==> src/rtl/hag_pkg.sv <==
package hag_pkg;
    typedef enum logic [1:0] {
        REACH_PAGE   = 2'b00,
        REACH_BLOCK  = 2'b01,
        REACH_GLOBAL = 2'b10,
        REACH_PCREL  = 2'b11
    } reach_e;
endpackage

==> src/rtl/hag_pcrel_add.sv <==
module hag_pcrel_add #(
    parameter int ADDR_W = 24,
    parameter int DISP_W = 8
) (
    input  logic [ADDR_W-1:0] base_i,
    input  logic [DISP_W-1:0] disp_i,
    output logic [ADDR_W-1:0] sum_o
);
    localparam int EXT_W = ADDR_W - DISP_W;
    localparam logic [DISP_W-1:0] RESERVED = {1'b1, {(DISP_W-1){1'b0}}};

    logic [ADDR_W-1:0] ext;

    always_comb begin
        ext = {{EXT_W{disp_i[DISP_W-1]}}, disp_i};
        if (disp_i == RESERVED) begin
            ext = '0;
        end
        sum_o = base_i + ext;
    end
endmodule

==> src/rtl/hag_global_hold.sv <==
module hag_global_hold #(
    parameter int IDX_W = 8
) (
    input  logic             clk,
    input  logic             rst_n,
    input  logic             start_i,
    input  logic             finish_i,
    input  logic [IDX_W-1:0] idx_i,
    output logic             held_o,
    output logic [IDX_W-1:0] idx_o
);
    typedef struct packed {
        logic             held;
        logic [IDX_W-1:0] idx;
    } hold_t;

    hold_t st_d, st_q;

    always_comb begin
        st_d = st_q;
        if (finish_i) begin
            st_d.held = 1'b0;
        end else if (start_i) begin
            st_d.held = 1'b1;
            st_d.idx  = idx_i;
        end
    end

    always_ff @(posedge clk) begin
        if (!rst_n) begin
            st_q <= '0;
        end else begin
            st_q <= st_d;
        end
    end

    assign held_o = st_q.held;
    assign idx_o  = st_q.idx;

    // capturing the first word arms the hold stage
    a_r4_arm: assert property (@(posedge clk) disable iff (!rst_n)
        (start_i && !finish_i) |=> held_o);
    // the second word releases the hold stage
    a_r4_release: assert property (@(posedge clk) disable iff (!rst_n)
        finish_i |=> !held_o);
    // idle cycles keep the held index unchanged
    a_r5_keep_idx: assert property (@(posedge clk) disable iff (!rst_n)
        (held_o && !finish_i && !start_i) |=> (held_o && $stable(idx_o)));
endmodule

==> src/rtl/hier_addr_gen.sv <==
module hier_addr_gen
    import hag_pkg::*;
#(
    parameter int ADDR_W   = 24,
    parameter int WORD_W   = 16,
    parameter int PAGE_W   = 8,
    parameter bit PCREL_EN = 1'b1
) (
    input  logic              clk,
    input  logic              rst_n,
    input  logic              req_i,
    input  logic [1:0]        mode_i,
    input  logic [WORD_W-1:0] instr_i,
    input  logic [WORD_W-1:0] reg_i,
    input  logic [ADDR_W-1:0] pc_i,
    output logic [ADDR_W-1:0] addr_o,
    output logic              valid_o
);
    localparam int IDX_W = ADDR_W - WORD_W;

    typedef struct packed {
        logic [ADDR_W-1:0] addr;
        logic              valid;
    } out_t;

    out_t out_d, out_q;
    logic start, finish, held;
    logic [IDX_W-1:0] held_idx;
    logic [ADDR_W-1:0] pcrel_sum;
    reach_e reach;

    assign reach = reach_e'(mode_i);

    hag_global_hold #(.IDX_W(IDX_W)) u_hold (
        .clk      (clk),
        .rst_n    (rst_n),
        .start_i  (start),
        .finish_i (finish),
        .idx_i    (instr_i[IDX_W-1:0]),
        .held_o   (held),
        .idx_o    (held_idx)
    );

    generate
        if (PCREL_EN) begin : g_pcrel
            hag_pcrel_add #(.ADDR_W(ADDR_W), .DISP_W(PAGE_W)) u_add (
                .base_i (pc_i),
                .disp_i (instr_i[PAGE_W-1:0]),
                .sum_o  (pcrel_sum)
            );
        end else begin : g_no_pcrel
            assign pcrel_sum = '0;
        end
    endgenerate

    always_comb begin
        out_d       = out_q;
        out_d.valid = 1'b0;
        start       = 1'b0;
        finish      = 1'b0;
        if (req_i) begin
            if (held) begin
                finish      = 1'b1;
                out_d.addr  = {held_idx, instr_i};
                out_d.valid = 1'b1;
            end else begin
                case (reach)
                    REACH_PAGE: begin
                        out_d.addr  = {pc_i[ADDR_W-1:PAGE_W], instr_i[PAGE_W-1:0]};
                        out_d.valid = 1'b1;
                    end
                    REACH_BLOCK: begin
                        out_d.addr  = {pc_i[ADDR_W-1:WORD_W], reg_i};
                        out_d.valid = 1'b1;
                    end
                    REACH_GLOBAL: begin
                        start = 1'b1;
                    end
                    default: begin
                        if (PCREL_EN) begin
                            out_d.addr  = pcrel_sum;
                            out_d.valid = 1'b1;
                        end
                    end
                endcase
            end
        end
    end

    always_ff @(posedge clk) begin
        if (!rst_n) begin
            out_q <= '0;
        end else begin
            out_q <= out_d;
        end
    end

    assign addr_o  = out_q.addr;
    assign valid_o = out_q.valid;

    // a strobe is only ever the answer to a request
    a_r8_no_spurious: assert property (@(posedge clk) disable iff (!rst_n)
        !req_i |=> (!valid_o && $stable(addr_o)));
    // page reach keeps the program counter's page
    a_r2_same_page: assert property (@(posedge clk) disable iff (!rst_n)
        (req_i && !held && mode_i == 2'b00) |=>
        (valid_o && addr_o[ADDR_W-1:PAGE_W] == $past(pc_i[ADDR_W-1:PAGE_W])));
    // block reach passes the register as offset
    a_r3_reg_offset: assert property (@(posedge clk) disable iff (!rst_n)
        (req_i && !held && mode_i == 2'b01) |=>
        (valid_o && addr_o[WORD_W-1:0] == $past(reg_i)));
    // first global word never raises the strobe
    a_r4_first_silent: assert property (@(posedge clk) disable iff (!rst_n)
        (req_i && !held && mode_i == 2'b10) |=> !valid_o);
    // without the adder a PC-relative request is dropped
    a_r9_pcrel_off: assert property (@(posedge clk) disable iff (!rst_n)
        (!PCREL_EN && req_i && !held && mode_i == 2'b11) |=>
        (!valid_o && $stable(addr_o)));
endmodule

==> config.mk <==
export PLATFORM = sky130hd
export DESIGN_NAME = hier_addr_gen
export DESIGN_NICKNAME = d
export VERILOG_FILES = /design/src/rtl/hag_pkg.sv /design/src/rtl/hag_pcrel_add.sv /design/src/rtl/hag_global_hold.sv /design/src/rtl/hier_addr_gen.sv
export SDC_FILE = /design/constraint.sdc
export NUM_CORES = 1
export LEC_CHECK = 0
export BUFFER_PORTS_ARGS = -buffer_cell sky130_fd_sc_hd__buf_2
export CAP_MARGIN = 20
export CORE_ASPECT_RATIO = 1.4
export CORE_UTILIZATION = 24
export CTS_BUF_LIST = sky130_fd_sc_hd__clkbuf_4 sky130_fd_sc_hd__clkbuf_8
export DETAILED_ROUTE_END_ITERATION = 10
export PLACE_DENSITY_LB_ADDON = 0.05
export SKIP_LAST_GASP = 1
export SYNTH_ARGS = -nofsm -noshare
export SYNTH_HDL_FRONTEND = slang
export SYNTH_SLANG_ARGS = --single-unit
==> constraint.sdc <==
create_clock -name clk -period 10.1 [get_ports clk]
set_clock_uncertainty 0.15 [all_clocks]
set_input_delay 1.01 -clock clk [delete_from_list [all_inputs] [get_ports clk]]
set_output_delay 1.01 -clock clk [all_outputs]
set_load 0.05 [all_outputs]
==> results of run 1 <==
path summary, 6_finish.rpt:
| path | endpoint | slack (ns) |
|---|---|---|
| max | addr_o[18]$_SDFFE_PN0P_ | 5.68 |
| min | addr_o[2]$_SDFFE_PN0P_ | 0.35 |
| max reg2reg | u_hold.idx_o[3]$_SDFFE_PN0P_ | 7.36 |
| min reg2reg | addr_o[2]$_SDFFE_PN0P_ | 0.35 |
layer usage:
layer / wire (microns) / share of wire, % / vias to the layer above
li1: - / - / 1680
met1: 5640 / 47 / 1597
met2: 6050 / 50 / 60
met3: 294 / 2.4 / 6
met4: 106 / 0.88 / 0
met5: 0 / 0 / -
cell usage in the layout, fill, tap and decap left out, types with 5 or more instances in the layout:
cell	netlist	routed
o21a_1	8	8
clkbuf_8	0	5
dfxtp_1	34	34
nand2_1	25	25
nor2b_1	12	12
mux2i_1	11	11
nor3_1	6	6
o211ai_1	16	16
nor2_1	32	32
nand2b_1	6	6
xor2_1	5	5
mux2_2	9	9
a31oi_1	6	6
o21ai_0	38	38
a221oi_1	9	9
inv_1	13	13
nand3_1	14	14
ha_1	23	23
buf_2	0	85
a211oi_1	6	6
or3_1	5	5
a221o_1	11	11
a21oi_1	26	26
tightest hold or removal path, stage by stage, from the launching register on:
cell     delay, ns
dfxtp_1       0.31
nor2_1        0.09
nor3b_1       0.05
sequential cells by signal (all words and copies together) (netlist names):
| name | count |
|---|---|
| valid_o | 1 |
| u_hold.held_o | 1 |
| addr_o | 24 |
| u_hold.idx_o | 8 |
power by group through the flow:
stage | registers, uW | logic [uW] | clock network [uW]
after floorplan | 186 | 104 | 0
after global placement | 154 | 195 | 0
after detailed placement | 154 | 194 | 0
after CTS | 151 | 195 | 144
after global routing | 152 | 212 | 148
final | 151 | 193 | 135
through the flow:
stage          power (uW)  hold WS [ns]  cell area [sq um]
6_report              479         0.347               3850
5_1_grt               513         0.384               3850
4_1_cts               490         0.346               3850
3_5_place_dp          348         0.334               3740
3_3_place_gp          349         0.336               3740
2_1_floorplan         290         0.347               3190
cell families after synthesis:
kind of cell / share of synthesized area [%]
compound gates: 35.8
simple gates: 18.5
buf+inv: 5.49
flops: 21.3
fa+ha+maj: 9.64
mux: 6.63
xor+xnor: 2.71
final cells by class:
cell class | count | area, sq um
Clock buffer | 5 | 68.8
Clock inverter | 3 | 40.0
Fill cell | 1451 | 9080
Inverter | 13 | 48.8
Multi-Input combinational cell | 329 | 2340
Sequential cell | 34 | 681
Tap cell | 178 | 223
Timing Repair Buffer | 89 | 455
==> qor.yml, run 1 <==
crit_path_start_kind: "primary input"
synth.most_common_cell: "o21ai_0"
p_int_uw: 284
synth_common_cells: "38 x o21ai_0, 34 x dfxtp_1, 32 x nor2_1"
p_sw_uw: 195
syn_area_per_cell_sq_um: 7.82
setup-tns-final_ns: 0
sequentialPowerShare_pct: 31.5
syn2layout_area_growth_pct: 20.7
busiest_layer: "met2"
tightestPinTransition_ns: 0.908
synth_top_area_share_pct: 21.3
cts_setup_buffers: 0
drt-total-wl_mm: 12.1
fmaxAchievable_mhz: 226
grt_pass1_wl_mm: 19.2
crit_start: "instr_i[3]"
cts_buffer_depth: 2
grt.total_usage_pct: 18.1
grt_overflow: 0
firstDrtPassIters: 4
fin_ws_ns: 5.68
grt_use_met1_pct: 23.6
core.rowCount: 49
use_met3_pct: 2.02
ys_top_cells_by_area: "dfxtp_1 21%, ha_1 9.0%, o21ai_0 6.0%"
fin_crit_sh_pct: 43.8
cp-end-kind: "register"
slowest_delay_ns: 0.56
setup_violations: 0
ys_seq_area_share_pct: 21.3
initial_utilization_pct: 24.7
ant_nets: 0
dpl_worst_slack_ns: 5.38
crit_type: "primary input to register"
reg2reg_from: "u_hold.held_o$_SDFFE_PP0P_"
dp.cells: 643
max_slew_margin_pct: 39.3
post_drt_wl_per_cell_microns: 18.6
timing.max_cap.violations: 0
drive_gt1_share_pct: 24.5
crit_chain: "buf_2, or4_4, o41ai_4, inv_1, ha_1, a21oi_1, o211ai_1, a41o_1, a211oi_1, o2bb2a_1, o21ai_0"
htreeDepth: 2
synth_nets: 493
route.detailed.drc: 0
ir_worst_vdd_mv: 0.0421
slew_viol_final: 0
final_hold_viol_count: 0
ys_ff_latch: 34
cts_sinks: 34
die_w_microns: 99.5
cpMaxStageDelayCell: "or4_4"
cts.repair.resized: 0
grt_max_degree: 36
port_buffers: 85
dieArea_sq_mm: 0.0138
io_pins: 86
die_y_microns: 138
gp_congestion: 0.823
reg2reg_depth: 6
status: "finished clean"
holdBufCountCts: 0
min_from: "addr_o[2]$_SDFFE_PN0P_"
ys.flop_type: "dfxtp_1"
power.share.switching_pct: 40.7
tritoncts: "yes"
antenna_found_initial: 0
crit_buf_inv: 2
path_delay_family: "compound AO/OA/AOI/OAI gates"
power_density_mw_per_mm2: 124
drt_iter0_markers: 110
syn_inst: 408
cp_max_fo: 16
ys_types: 62
core_area_sq_mm: 0.0129
root_buffer: "clkbuf_8"
whs_path_depth: 2
synth_warnings: 0
antennaDiodeCount: 0
final_cells: 651
arrival_ns: 4.50
synth_area_sq_mm: 0.00319
fin_crit_ns: 4.42
hpwl_mm: 9.12
cellLeakagePower_uw: 0.00159
grt_pass1_vias: 3384
nets: 557
numCtsBuffers: 5
clk_latency_ns: 0.30
clk_pin_slew_ns: 0.08
pwr-share-clk_pct: 28.1
utilization_pct: 29.8
min_path_type: "register to register"
via_per_inst: 5.14
synth-edff-count: 0
required_ns: 10.18
gr-usage-met2_pct: 31.7
cp.depth: 11
synthArstFlopShare_pct: 0
combPwrFrac_pct: 40.4
yosysTopAreaCell: "dfxtp_1"
vias: 3343
rsz0062_at_grt: "no"
Power figures use the tool's default switching activity.
==> inputs of run 2 (changes only) <==
==> constraint.sdc (replaced) <==
create_clock -name clk -period 3.6 [get_ports clk]
set_clock_uncertainty 0.15 [all_clocks]
set_input_delay 0.36 -clock clk [delete_from_list [all_inputs] [get_ports clk]]
set_output_delay 0.36 -clock clk [all_outputs]
set_load 0.05 [all_outputs]
==> qor.yml, run 2 (same netlist as run 1, synthesis figures left out) <==
status: "finished clean"
path_delay_family: "compound AO/OA/AOI/OAI gates"
fillCellCount: 1417  # -2.3%
grt_pass1_wl_mm: 18.9  # -1.5%
layout_commonest_cell: "buf_2"
setup_violations: 0  # unchanged
layout_common_cells: "85 x buf_2, 38 x o21ai_0, 37 x buf_4"
cts_buffer_depth: 2  # unchanged
fin_crit_ns: 3.29
placed_cell_area_sq_mm: 0.00399  # +6.6%
dieArea_sq_mm: 0.0138  # unchanged
arrival_ns: 3.37  # -1.13 ns
largest_reg_flops: 24  # unchanged
p_total_uw: 1340  # +180%
clk_pin_slew_ns: 0.09  # about the same
tritoncts: "yes"
fmaxAchievable_mhz: 304
fin_area_sq_mm: 0.00409  # +6.1%
hpwl_mm: 9.62  # +5.5%
min_path_type: "primary input to register"
cp_max_fo: 13  # -3
required_ns: 3.68  # -6.50 ns
tightestPinTransition_ns: 0.744  # -0.164 ns
rsz0062_at_grt: "no"
core_area_sq_mm: 0.0129  # unchanged
fin_crit_sh_pct: 91.3
grt_max_degree: 33  # -8.3%
slowest_delay_ns: 0.55  # about the same
vias: 3491  # +4.4%
slew_viol_final: 0  # unchanged
drt-total-wl_mm: 12.3  # +1.3%
ir_worst_vdd_mv: 0.120  # +190%
grt_overflow: 0  # unchanged
grt.total_usage_pct: 17.9  # -0.13 points
utilization_pct: 31.6  # +1.8 points
crit_path_start_kind: "primary input"
cpMaxStageDelayCell: "or4_4"
crit_type: "primary input to register"
route.detailed.drc: 0  # unchanged
crit_buf_inv: 4  # +2
core.rowCount: 49  # unchanged
die_w_microns: 99.5  # unchanged
root_buffer: "clkbuf_8"
htreeDepth: 2  # unchanged
cts_setup_buffers: 0  # unchanged
final_hold_viol_count: 0  # unchanged
antenna_found_initial: 0  # unchanged
gp_congestion: 0.776  # -5.8%
cts.repair.resized: 0  # unchanged
initial_utilization_pct: 24.7  # unchanged
die_y_microns: 138  # unchanged
crit_chain: "buf_2, or4_4, o41ai_4, inv_1, buf_4, ha_1, a21oi_1, o211ai_1, a41o_1, a211oi_1, buf_4, o2bb2a_1, o21ai_0"
dp.cells: 676  # +5.1%
ant_nets: 0  # unchanged
io_pins: 86  # unchanged
final_cells: 684  # +5.1%
cp_common_cell: "buf_4"
cellLeakagePower_uw: 0.00174  # +9.3%
cp-end-kind: "register"
syn2layout_area_growth_pct: 28.0
drive_gt1_share_pct: 29.4  # +4.9 points
power_density_mw_per_mm2: 328  # +160%
clk_latency_ns: 0.31  # about the same
max_slew_margin_pct: 50.1  # +11 points
holdBufCountCts: 0  # unchanged
drt_iter0_markers: 146  # +33%
whs_ns: 0.209  # -0.138 ns
post_drt_wl_per_cell_microns: 17.9  # -3.6%
firstDrtPassIters: 4  # unchanged
port_buffers: 85  # unchanged
antennaDiodeCount: 0  # unchanged
timing.max_cap.violations: 0  # unchanged
numCtsBuffers: 5  # unchanged
cts_sinks: 34  # unchanged
nets: 590  # +5.9%
grt_pass1_vias: 3503  # +3.5%
via_per_inst: 5.10  # -0.61%
==> run 2: final timing paths <==
kind	end	cells past startpoint	slack, ns	startpoint
max	addr_o[18]$_SDFFE_PN0P_	13	0.31	instr_i[3]
min	u_hold.idx_o[2]$_SDFFE_PN0P_	2	0.21	rst_n
max reg2reg	addr_o[5]$_SDFFE_PN0P_	6	1.44	u_hold.held_o$_SDFFE_PP0P_
min reg2reg	addr_o[1]$_SDFFE_PN0P_	2	0.35	addr_o[1]$_SDFFE_PN0P_
==> run 2: per-layer routing <==
layer	GRT usage [%]	vias up	share of wire, %
met5	0	-	0
met4	5.03	0	1.1
met3	2.68	10	4.3
met2	32.4	87	52
met1	21.7	1637	43
li1	-	1757	-
==> run 2: final cells by class <==
class	count	area, sq um	share of cell area [%]
Sequential cell	34	681	16.7
Clock buffer	6	82.6	2.02
Tap cell	178	223	5.45
Timing Repair Buffer	122	703	17.2
Multi-Input combinational cell	329	2340	57.2
Clock inverter	2	12.5	0.306
Inverter	13	48.8	1.19
==> run 2: report_power, final <==
part / switching [uW] / internal (uW) / total, uW / leakage (uW)
Clock: 183 / 155 / 337 / 0.0000472
Sequential: 19.3 / 406 / 426 / 0.000281
Combinational: 360 / 219 / 579 / 0.00141
==> run 2: through the flow <==
step / worst slack [ns] / TNS, ns
after floorplan: 0.0610 / 0
after global placement: -0.00588 / -0.00588
after detailed placement: -0.0413 / -0.0413
after CTS: 0.277 / 0
after global routing: 0.0899 / 0
final: 0.314 / 0
==> inputs of run 3 (changes only) <==
--- a/config.mk
+++ b/config.mk
@@ -5,6 +5,7 @@
 export SDC_FILE = /design/constraint.sdc
 export NUM_CORES = 1
 export LEC_CHECK = 0
+export ABC_AREA = 1
 export BUFFER_PORTS_ARGS = -buffer_cell sky130_fd_sc_hd__buf_2
 export CAP_MARGIN = 20
 export CORE_ASPECT_RATIO = 1.4
==> qor.yml, run 3 <==
crit_chain: "buf_2, nor2_1, nand2_1, o21ai_0, inv_1, ha_1, nand2_1, nor2_1, inv_1, nor2_1, nand3b_1, nand3_1, nand2_1, nand3_1, nand2_1, nand2_1, nand2_1"
syn2layout_area_growth_pct: 20.8
clk_pin_slew_ns: 0.07  # -0.02 ns
crit_type: "primary input to register"
largest_reg_flops: 24  # unchanged
syn_inst: 624  # +53%
crit_buf_inv: 3  # -1
die_y_microns: 143  # +3.5%
r2r-end: "u_hold.idx_o[3]$_SDFFE_PN0P_"
ys_seq_area_share_pct: 19.9  # -1.4 points
p_sw_uw: 552  # -1.9%
cp-end-kind: "register"
tritoncts: "yes"
via_per_inst: 4.44  # -13%
grt_pass1_wl_mm: 21.5  # +14%
drt-total-wl_mm: 13.8  # +12%
synth-edff-count: 0  # unchanged
synth_nets: 709  # +44%
grt_max_degree: 26  # -21%
max_slew_margin_pct: 57.8  # +7.7 points
firstDrtPassIters: 6  # +2
cts_setup_buffers: 0  # unchanged
combPwrFrac_pct: 41.6  # -1.6 points
vias: 3947  # +13%
core_area_sq_mm: 0.0139  # +7.5%
antenna_found_initial: 0  # unchanged
numCtsBuffers: 5  # unchanged
synth_common_cells: "244 x nand2_1, 95 x inv_1, 53 x nor2_1"
final_hold_viol_count: 0  # unchanged
clk_latency_ns: 0.29  # -0.02 ns
ys.flop_type: "dfxtp_1"
rsz0062_at_grt: "no"
layout_commonest_cell: "nand2_1"
synth_warnings: 0  # unchanged
ys_ff_latch: 34  # unchanged
crit_path_start_kind: "primary input"
synth.most_common_cell: "nand2_1"
slew_viol_final: 0  # unchanged
layout_common_cells: "244 x nand2_1, 95 x inv_1, 85 x buf_2"
ys_types: 29  # -53%
power.share.switching_pct: 41.0  # -0.91 points
yosysTopAreaCell: "nand2_1"
grt_pass1_vias: 4090  # +17%
fmaxAchievable_mhz: 334  # +9.6%
setup-tns-final_ns: 0  # unchanged
cts.repair.resized: 0  # unchanged
min_from: "instr_i[8]"
io_pins: 86  # unchanged
initial_utilization_pct: 24.6  # -0.083 points
cts_sinks: 34  # unchanged
ir_worst_vdd_mv: 0.188  # +56%
dpl_worst_slack_ns: 0.276  # +0.317 ns
p_total_uw: 1350  # +0.25%
pwr-share-clk_pct: 27.5  # +2.4 points
cts_buffer_depth: 2  # unchanged
root_buffer: "clkbuf_8"
post_drt_wl_per_cell_microns: 15.5  # -14%
htreeDepth: 2  # unchanged
fin_crit_sh_pct: 83.3  # -8.0 points
synth_top_area_share_pct: 26.8  # +5.4 points
arrival_ns: 3.04  # -0.33 ns
final-seq-area_sq_um: 681  # unchanged
grt.total_usage_pct: 19.7  # +1.8 points
r2r_setup_slack_ns: 1.71  # +0.27 ns
gp_congestion: 0.817  # +5.3%
nets: 788  # +34%
p_int_uw: 794  # +1.8%
ys_top_cells_by_area: "nand2_1 27%, dfxtp_1 20%, inv_1 10%"
whs_path_depth: 3  # +1
reg2reg_depth: 4  # -2
status: "finished clean"
die_w_microns: 103  # +3.5%
power_density_mw_per_mm2: 326  # -0.88%
fillCellCount: 1693  # +19%
core.rowCount: 51  # +4.1%
holdBufCountCts: 0  # unchanged
synth_area_sq_mm: 0.00342  # +7.2%
antennaDiodeCount: 0  # unchanged
cpMaxStageDelayCell: "ha_1"
hold_path_end: "addr_o[8]$_SDFFE_PN0P_"
required_ns: 3.64  # -0.04 ns
tightestPinTransition_ns: 0.633  # -0.111 ns
slowest_delay_ns: 0.50  # -0.05 ns
route.detailed.drc: 0  # unchanged
ant_nets: 0  # unchanged
path_delay_family: "simple AND/OR/NAND/NOR gates"
cp_max_fo: 16  # +3
syn_area_per_cell_sq_um: 5.48  # -30%
sequentialPowerShare_pct: 30.9  # -0.8 points
drive_gt1_share_pct: 16.3  # -13 points
fin_ws_ns: 0.602  # +0.288 ns
multi_input_area_sq_mm: 0.00226  # -3.2%
min_path_type: "primary input to register"
reg2reg_from: "u_hold.held_o$_SDFFE_PP0P_"
cellLeakagePower_uw: 0.00236  # +36%
port_buffers: 85  # unchanged
setup_violations: 0  # unchanged
dieArea_sq_mm: 0.0147  # +7.0%
cp_common_cell: "nand2_1"
drt_iter0_markers: 130  # -11%
synthArstFlopShare_pct: 0  # unchanged
timing.max_cap.violations: 0  # unchanged
hpwl_mm: 11.3  # +17%
grt_overflow: 0  # unchanged
fin_crit_ns: 3.00  # -0.288 ns
==> run 3: cells by family after synthesis <==
| group | Yosys count | share of synthesized area [%] |
|---|---|---|
| xor gates and xnor gates | 2 | 0.512 |
| adders and majority gates | 24 | 9.00 |
| AOI/OAI and AO/OA | 90 | 14.7 |
| buffers and inverters | 119 | 14.0 |
| DFF | 34 | 19.9 |
| and+or+nand+nor | 355 | 41.9 |
==> run 3: per-layer routing <==
| layer | global-route usage, % | share of wire, % | vias up | wire, microns |
|---|---|---|---|---|
| met5 | 0 | 0 | - | 0 |
| met4 | 5.11 | 1.5 | 0 | 202 |
| met3 | 1.66 | 2.4 | 14 | 333 |
| met2 | 37.5 | 52 | 73 | 7120 |
| met1 | 23.1 | 44 | 1755 | 6100 |
| li1 | - | - | 2105 | - |
==> run 3: cell type report <==
type	count	share of cell area [%]
Clock buffer	7	2.03
Sequential cell	34	16.5
Inverter	101	9.23
Clock inverter	1	0.727
Timing Repair Buffer	90	11.2
Tap cell	185	5.60
Multi-Input combinational cell	471	54.7
==> run 3: power by group through the flow <==
stage | registers, uW | logic [uW] | clock network, uW
2_1_floorplan | 498 | 309 | 0
3_3_place_gp | 423 | 565 | 0
3_5_place_dp | 423 | 563 | 0
4_1_cts | 415 | 566 | 383
5_1_grt | 418 | 630 | 392
6_report | 415 | 560 | 370
==> run 3: per-stage QoR <==
stage                     std cells  util [%]  cell area, sq um  hold WS (ns)
after detailed placement        881      28.9              4020         0.284
after CTS                       889      29.7              4130         0.131
after global placement          881      28.9              4020         0.285
final                           889      29.7              4130         0.144
after floorplan                 624         -              3420         0.279
after global routing            889      29.7              4130         0.171
==> run 3: worst max path at each step <==
| stage | from | end | slack [ns] | depth (start not counted) |
|---|---|---|---|---|
| 3_3_place_gp | instr_i[2] | addr_o[20]$_SDFFE_PN0P_ | 0.30 | 17 |
| 6_report | instr_i[0] | addr_o[20]$_SDFFE_PN0P_ | 0.60 | 17 |
| 2_1_floorplan | instr_i[4] | addr_o[23]$_SDFFE_PN0P_ | 1.17 | 16 |
| 3_5_place_dp | instr_i[0] | addr_o[20]$_SDFFE_PN0P_ | 0.28 | 17 |
| 5_1_grt | instr_i[2] | addr_o[20]$_SDFFE_PN0P_ | 0.21 | 17 |
| 4_1_cts | instr_i[0] | addr_o[20]$_SDFFE_PN0P_ | 0.59 | 17 |
==> run 3: worst min-delay path: stages <==
cell and delay, ns:
buf_2 0.08, o211ai_1 0.07, nand2_1 0.05
